==> config.mk <==
export PLATFORM = sky130hd
export DESIGN_NAME = pt_walker
export DESIGN_NICKNAME = d
export VERILOG_FILES = /design/src/rtl/pt_walk_pkg.sv /design/src/rtl/pt_walk_pte_dec.sv /design/src/rtl/pt_walk_addr_gen.sv /design/src/rtl/pt_walk_fsm.sv /design/src/rtl/pt_walker.sv
export SDC_FILE = /design/constraint.sdc
export NUM_CORES = 1
export LEC_CHECK = 0
export BUFFER_PORTS_ARGS = -buffer_cell sky130_fd_sc_hd__clkbuf_2
export CORE_MARGIN = 2
export CORE_UTILIZATION = 40
export CTS_BUF_LIST = sky130_fd_sc_hd__clkbuf_4 sky130_fd_sc_hd__clkbuf_8 sky130_fd_sc_hd__clkbuf_16
export DETAILED_ROUTE_END_ITERATION = 6
export GPL_ROUTABILITY_DRIVEN = 0
export PLACE_DENSITY = 0.65
export SYNTH_ARGS = -nofsm -noshare
export SYNTH_HDL_FRONTEND = slang
export SYNTH_SLANG_ARGS = --single-unit
==> constraint.sdc <==
create_clock -name clk -period 3.7 [get_ports clk]
set_input_delay 1.11 -clock clk [delete_from_list [all_inputs] [get_ports clk]]
set_output_delay 1.11 -clock clk [all_outputs]
set_load 0.02 [all_outputs]
==> src/rtl/pt_walk_pkg.sv <==
package pt_walk_pkg;

  typedef enum logic [2:0] {
    ST_IDLE    = 3'd0,
    ST_L1_REQ  = 3'd1,
    ST_L1_WAIT = 3'd2,
    ST_L2_REQ  = 3'd3,
    ST_L2_WAIT = 3'd4,
    ST_DONE    = 3'd5
  } walk_st_e;

  typedef enum logic {
    LVL_TOP  = 1'b0,
    LVL_LEAF = 1'b1
  } walk_lvl_e;

endpackage

==> src/rtl/pt_walk_pte_dec.sv <==
module pt_walk_pte_dec #(
  parameter int PTE_W    = 32,
  parameter int OFF_W    = 12,
  parameter int RIGHTS_W = 3
) (
  input  logic [PTE_W-1:0]       pte,
  output logic                   pte_ok,
  output logic [RIGHTS_W-1:0]    pte_rights,
  output logic [PTE_W-OFF_W-1:0] pte_frame
);
  // Bit 0 valid, bits RIGHTS_W:1 rights, top bits frame; the rest ignored.
  always_comb begin
    pte_ok     = pte[0];
    pte_rights = pte[RIGHTS_W:1];
    pte_frame  = pte[PTE_W-1:OFF_W];
  end
endmodule

==> src/rtl/pt_walk_addr_gen.sv <==
module pt_walk_addr_gen #(
  parameter int VA_W   = 32,
  parameter int PA_W   = 32,
  parameter int OFF_W  = 12,
  parameter int IDX_W  = 10,
  parameter int LEVELS = 2
) (
  input  logic [VA_W-1:0]        va,
  input  logic [PA_W-OFF_W-1:0]  root_frame,
  input  logic [PA_W-OFF_W-1:0]  next_frame,
  input  logic                   leaf_sel,
  output logic [PA_W-1:0]        addr
);
  localparam int ENT_LOG2 = OFF_W - IDX_W;

  logic [IDX_W-1:0] idx [LEVELS];

  // Level 0 takes the highest index field, the last level the lowest.
  for (genvar lv = 0; lv < LEVELS; lv++) begin : g_idx
    assign idx[lv] = va[OFF_W + (LEVELS-1-lv)*IDX_W +: IDX_W];
  end

  always_comb begin
    if (leaf_sel) addr = {next_frame, idx[LEVELS-1], {ENT_LOG2{1'b0}}};
    else          addr = {root_frame, idx[0],        {ENT_LOG2{1'b0}}};
  end
endmodule

==> src/rtl/pt_walk_fsm.sv <==
module pt_walk_fsm
  import pt_walk_pkg::*;
(
  input  logic     clk,
  input  logic     rst,
  input  logic     req_valid,
  input  logic     mem_req_ready,
  input  logic     mem_rsp_valid,
  input  logic     pte_ok,
  output walk_st_e st,
  output logic     accept,
  output logic     top_take,
  output logic     leaf_take
);
  walk_st_e st_nx;

  always_comb begin
    accept    = (st == ST_IDLE) && req_valid;
    top_take  = (st == ST_L1_WAIT) && mem_rsp_valid;
    leaf_take = (st == ST_L2_WAIT) && mem_rsp_valid;
    st_nx     = st;
    unique case (st)
      ST_IDLE:    if (req_valid)     st_nx = ST_L1_REQ;
      ST_L1_REQ:  if (mem_req_ready) st_nx = ST_L1_WAIT;
      ST_L1_WAIT: if (mem_rsp_valid) st_nx = pte_ok ? ST_L2_REQ : ST_DONE;
      ST_L2_REQ:  if (mem_req_ready) st_nx = ST_L2_WAIT;
      ST_L2_WAIT: if (mem_rsp_valid) st_nx = ST_DONE;
      ST_DONE:                       st_nx = ST_IDLE;
      default:                       st_nx = ST_IDLE;
    endcase
  end

  always_ff @(posedge clk) begin
    if (rst) st <= ST_IDLE;
    else     st <= st_nx;
  end

  AST_DONE_TO_IDLE: assert property (@(posedge clk) disable iff (rst)
    (st == ST_DONE) |=> (st == ST_IDLE));
endmodule

==> src/rtl/pt_walker.sv <==
module pt_walker
  import pt_walk_pkg::*;
#(
  parameter int VA_W     = 32,
  parameter int PA_W     = 32,
  parameter int PTE_W    = 32,
  parameter int OFF_W    = 12,
  parameter int IDX_W    = 10,
  parameter int RIGHTS_W = 3
) (
  input  logic                clk,
  input  logic                rst,
  input  logic                req_valid,
  output logic                req_ready,
  input  logic [VA_W-1:0]     req_vaddr,
  input  logic [PA_W-1:0]     req_base,
  output logic                mem_req_valid,
  input  logic                mem_req_ready,
  output logic [PA_W-1:0]     mem_req_addr,
  input  logic                mem_rsp_valid,
  input  logic [PTE_W-1:0]    mem_rsp_data,
  output logic                done_valid,
  output logic [PA_W-1:0]     done_paddr,
  output logic [RIGHTS_W-1:0] done_rights,
  output logic                done_fault,
  output logic                done_fault_lvl
);
  localparam int FRAME_W = PA_W - OFF_W;
  localparam int LEVELS  = 2;

  walk_st_e              st;
  logic                  accept, top_take, leaf_take;
  logic                  pte_ok;
  logic [RIGHTS_W-1:0]   pte_rights;
  logic [PTE_W-OFF_W-1:0] pte_frame;

  logic [VA_W-1:0]       va_q;
  logic [FRAME_W-1:0]    root_q, next_q;
  logic [RIGHTS_W-1:0]   rights_q;
  logic [PA_W-1:0]       paddr_q;
  logic                  fault_q;
  walk_lvl_e             flvl_q;

  pt_walk_fsm u_fsm (
    .clk           (clk),
    .rst           (rst),
    .req_valid     (req_valid),
    .mem_req_ready (mem_req_ready),
    .mem_rsp_valid (mem_rsp_valid),
    .pte_ok        (pte_ok),
    .st            (st),
    .accept        (accept),
    .top_take      (top_take),
    .leaf_take     (leaf_take)
  );

  pt_walk_pte_dec #(.PTE_W(PTE_W), .OFF_W(OFF_W), .RIGHTS_W(RIGHTS_W)) u_dec (
    .pte        (mem_rsp_data),
    .pte_ok     (pte_ok),
    .pte_rights (pte_rights),
    .pte_frame  (pte_frame)
  );

  pt_walk_addr_gen #(.VA_W(VA_W), .PA_W(PA_W), .OFF_W(OFF_W), .IDX_W(IDX_W),
                     .LEVELS(LEVELS)) u_addr (
    .va         (va_q),
    .root_frame (root_q),
    .next_frame (next_q),
    .leaf_sel   (st == ST_L2_REQ),
    .addr       (mem_req_addr)
  );

  always_ff @(posedge clk) begin
    if (rst) begin
      va_q     <= '0;
      root_q   <= '0;
      next_q   <= '0;
      rights_q <= '0;
      paddr_q  <= '0;
      fault_q  <= 1'b0;
      flvl_q   <= LVL_TOP;
    end else if (accept) begin
      va_q     <= req_vaddr;
      root_q   <= req_base[PA_W-1:OFF_W];
      rights_q <= '1;
      paddr_q  <= '0;
      fault_q  <= 1'b0;
      flvl_q   <= LVL_TOP;
    end else if (top_take) begin
      if (pte_ok) begin
        next_q   <= pte_frame;
        rights_q <= rights_q & pte_rights;
      end else begin
        fault_q  <= 1'b1;
        flvl_q   <= LVL_TOP;
        rights_q <= '0;
      end
    end else if (leaf_take) begin
      if (pte_ok) begin
        paddr_q  <= {pte_frame, va_q[OFF_W-1:0]};
        rights_q <= rights_q & pte_rights;
      end else begin
        fault_q  <= 1'b1;
        flvl_q   <= LVL_LEAF;
        rights_q <= '0;
      end
    end
  end

  always_comb begin
    req_ready      = (st == ST_IDLE);
    mem_req_valid  = (st == ST_L1_REQ) || (st == ST_L2_REQ);
    done_valid     = (st == ST_DONE);
    done_paddr     = paddr_q;
    done_rights    = rights_q;
    done_fault     = fault_q;
    done_fault_lvl = flvl_q;
  end

  AST_REQ_HOLD: assert property (@(posedge clk) disable iff (rst)
    mem_req_valid && !mem_req_ready |=> mem_req_valid && $stable(mem_req_addr));
  AST_DONE_PULSE: assert property (@(posedge clk) disable iff (rst)
    done_valid |=> !done_valid && req_ready);
  AST_IDLE_QUIET: assert property (@(posedge clk) disable iff (rst)
    req_ready |-> !mem_req_valid && !done_valid);
  AST_FAULT_ZERO: assert property (@(posedge clk) disable iff (rst)
    done_valid && done_fault |-> done_paddr == '0 && done_rights == '0);
  AST_OFFSET_PASS: assert property (@(posedge clk) disable iff (rst)
    done_valid && !done_fault |-> done_paddr[OFF_W-1:0] == va_q[OFF_W-1:0]);
endmodule

==> metrics.md <==
| Metric | Value |
|---|---|
| Status | finished, final reports clean |
| Final instance area | 0.005783 sq mm |
| Netlist Area Pre-Place | 0.004728 sq mm |
| Top FF cell, synth | dfxtp_1 |
| Worst Skew | 0.007290 ns |
| DRT Pass-1 Iters | 4 |
| Max Slew Vio Count | 0 |
| Num CTS Buffers | 9 |
| Initial antenna violation count | 0 |
| CTS sink count | 112 |
| Nets | 776 |
| Fmax | 0.3091 GHz |
| H-Tree Depth | 3 |
| Worst VDD drop | 0.3483 mV |
| Sequential share of power | 0.479 |
| Vias in the first global route | 4,188 |
| Average cell area after synthesis | 8.504 sq um |
| Synth top area cells | dfxtp_1 47%, a21oi_1 9.3%, nand2_1 8.5% |
| Iteration-0 DRC Markers | 285 |
| GRT Overall Usage | 0.1979 |
| Total wire length | 12,600 um |
| Setup Viol. Count Final | 0 |
| Initial Util | 0.4123 |
| DRC viols | 0 |
| Top cell type's share of synthesized area | 0.4742 |
| Switching fraction of total power | 0.2632 |
| Dpl cells | 807 |
| Leak pwr | 2.428 nW |
| Total grt overflow | 0 |
| PD cells | 465.8 mW/mm^2 |
| Net Sw Power | 0.7091 mW |
| Utilization after layout | 0.5043 |
| Slew @ Worst Pin | 0.9541 ns |
| Std cell rows | 39 |
| Antenna cells | 0 |
| Layout cells sized above 1 | 0.3078 |
| Worst-skew pair later-pin latency | 0.36 ns |
| Post-synthesis register bit count | 112 |
| Port bufs | 150 |
| Setup TNS | 0 ns |
| Worst hold margin | 0.4539 ns |
| Root buf cell | clkbuf_16 |
| HP Class | reg2reg |
| Min cycle time layout | 3.236 ns |
| Routed Antenna Nets | 0 |
| Post-DP HPWL | 8588 um |
| Largest net degree at the start of global routing | 53 |
| First-pass GRT wire length | 20,230 um |
| DIE AREA | 0.01271 sq mm |
| Post-CTS Setup Inserts | 0 |
| Vias post-DR | 4,266 |
| Hold Violations, Final | 0 |
| CTS resizes | 0 |
| Yosys warns | 0 |
| Gate Count Post-Synth | 556 |
| WS Path Type | reg2out |
| Number of synthesized flops with an enable pin | 0 |
| Combinational power share | 0.139 |
| Max Root-Sink Buffers | 2 |
| Crit start category | flip-flop |
| RSZ-0062 raised after global routing | no |
| Maxcap violations | 0 |
| Cts hold-fix bufs | 0 |
| Worst-path clk slew | 0.07 ns |
| Area post-placement | 0.005474 sq mm |
| Netlist cell types | 33 |
| Core box area | 0.01147 sq mm |
| Die Height | 112.7 um |
| Synth area leader | dfxtp_1 |
| Post-Layout Cell Count | 822 |
| WP data required | 2.59 ns |
| Ys async rst share | 0 |
| Final period util | 0.8745 |
| CTS tree | done |
| Sequential fraction of the synthesis area | 0.4742 |
| Data arrival, critical path | 2.13 ns |
| Critical Path End Type | primary output |
| DR WL/cell | 15.32 um |
| Num ports | 173 |
| Area Growth Syn to Fin | 22.31% |
| Int Power | 1.985 mW |
| Clock share of power | 0.382 |
| Number of vias per cell | 5.190 |
| Max Fanout on Critical Path | 30 |
| Max_slew headroom | 0.3624 |
| Die X-Extent | 112.7 um |
-- power by group through the flow --
| stage | sequential [mW] | clock [mW] | combinational (mW) |
|---|---|---|---|
| final | 1.29 | 1.03 | 0.375 |
| after global routing | 1.30 | 1.10 | 0.412 |
| after CTS | 1.29 | 1.06 | 0.377 |
| after detailed placement | 1.32 | 0 | 0.375 |
| after global placement | 1.32 | 0 | 0.370 |
| after floorplan | 1.31 | 0 | 0.260 |
-- sequential cells by signal (all words and copies together), names as in the netlist --
register	flops
done_rights	3
done_fault	1
done_paddr	32
u_fsm.st	3
done_fault_lvl	1
root_q	20
va_q	32
next_q	20
-- worst max-delay path: stages, from the launching register on --
cell,delay (ns)
dfxtp_1,0.64
nor2b_1,0.25
nand2_1,0.07
buf_4,0.28
mux2_2,0.32
clkbuf_2,0.17
-- metal layers --
| metal | GRT usage | part of all wire |
|---|---|---|
| met5 | 0 | 0 |
| met4 | 0.07398 | 0.024 |
| met3 | 0.05570 | 0.054 |
| met2 | 0.3385 | 0.50 |
| met1 | 0.2370 | 0.43 |
-- final cells by class --
type / instances / area [sq um]
Inverter: 3 / 11.26
Fill cell: 1135 / 5684
Clock inverter: 6 / 83.83
Timing Repair Buffer: 159 / 818.3
Multi-Input combinational cell: 390 / 2223
Sequential cell: 112 / 2242
Clock buffer: 9 / 225.2
Tap cell: 143 / 178.9
-- through the flow --
| step | worst slack, ns | power, mW |
|---|---|---|
| after global placement | 0.8670 | 1.685 |
| after CTS | 0.4677 | 2.722 |
| final | 0.4645 | 2.694 |
| after global routing | 0.3133 | 2.811 |
| after floorplan | 1.182 | 1.569 |
| after detailed placement | 0.8674 | 1.693 |
-- worst paths after layout --
kind                                          startpoint                     endpoint  slack [ns]  cells after the start
worst min register to register     va_q[31]$_SDFFE_PP0P_        va_q[31]$_SDFFE_PP0P_        0.45                      2
worst min-delay path               va_q[31]$_SDFFE_PP0P_        va_q[31]$_SDFFE_PP0P_        0.45                      2
worst max-delay path            u_fsm.st[0]$_SDFFE_PP0P_             mem_req_addr[24]        0.46                      5
worst max register to register  u_fsm.st[0]$_SDFFE_PP0P_  done_fault_lvl$_SDFFE_PP0P_        1.64                      3
-- cells in the final DEF (no fill, tap or decap), drive strengths merged, types with 4 or more instances in the layout --
cell    Yosys  layout
clkbuf     23     159
dfxtp     112     112
nand2     107     107
a21oi      88      88
nand2b     44      44
o21ai      34      34
nand3      32      32
mux2       30      30
mux2i      20      20
buf        29       9
nor3        6       6
nor2        6       6
a211oi      4       4
inv         3       4
-- cells by family after synthesis --
logic type / synth area share
other: 0.0007931
AO/OA/AOI/OAI: 0.1373
XOR/XNOR: 0.003705
multiplexers: 0.1138
buffers and inverters: 0.05901
flip-flops: 0.4742
AND/OR/NAND/NOR: 0.2112
-- cell usage after synthesis (all sizes together) (3+ instances only) --
library cell	n
o21ai	34
nor3	6
a211oi	4
clkbuf	23
mux2	30
nand2b	44
a21oi	88
inv	3
nand2	107
nor2	6
nand3	32
mux2i	20
dfxtp	112
buf	29
(Power assumes the default switching activity.)
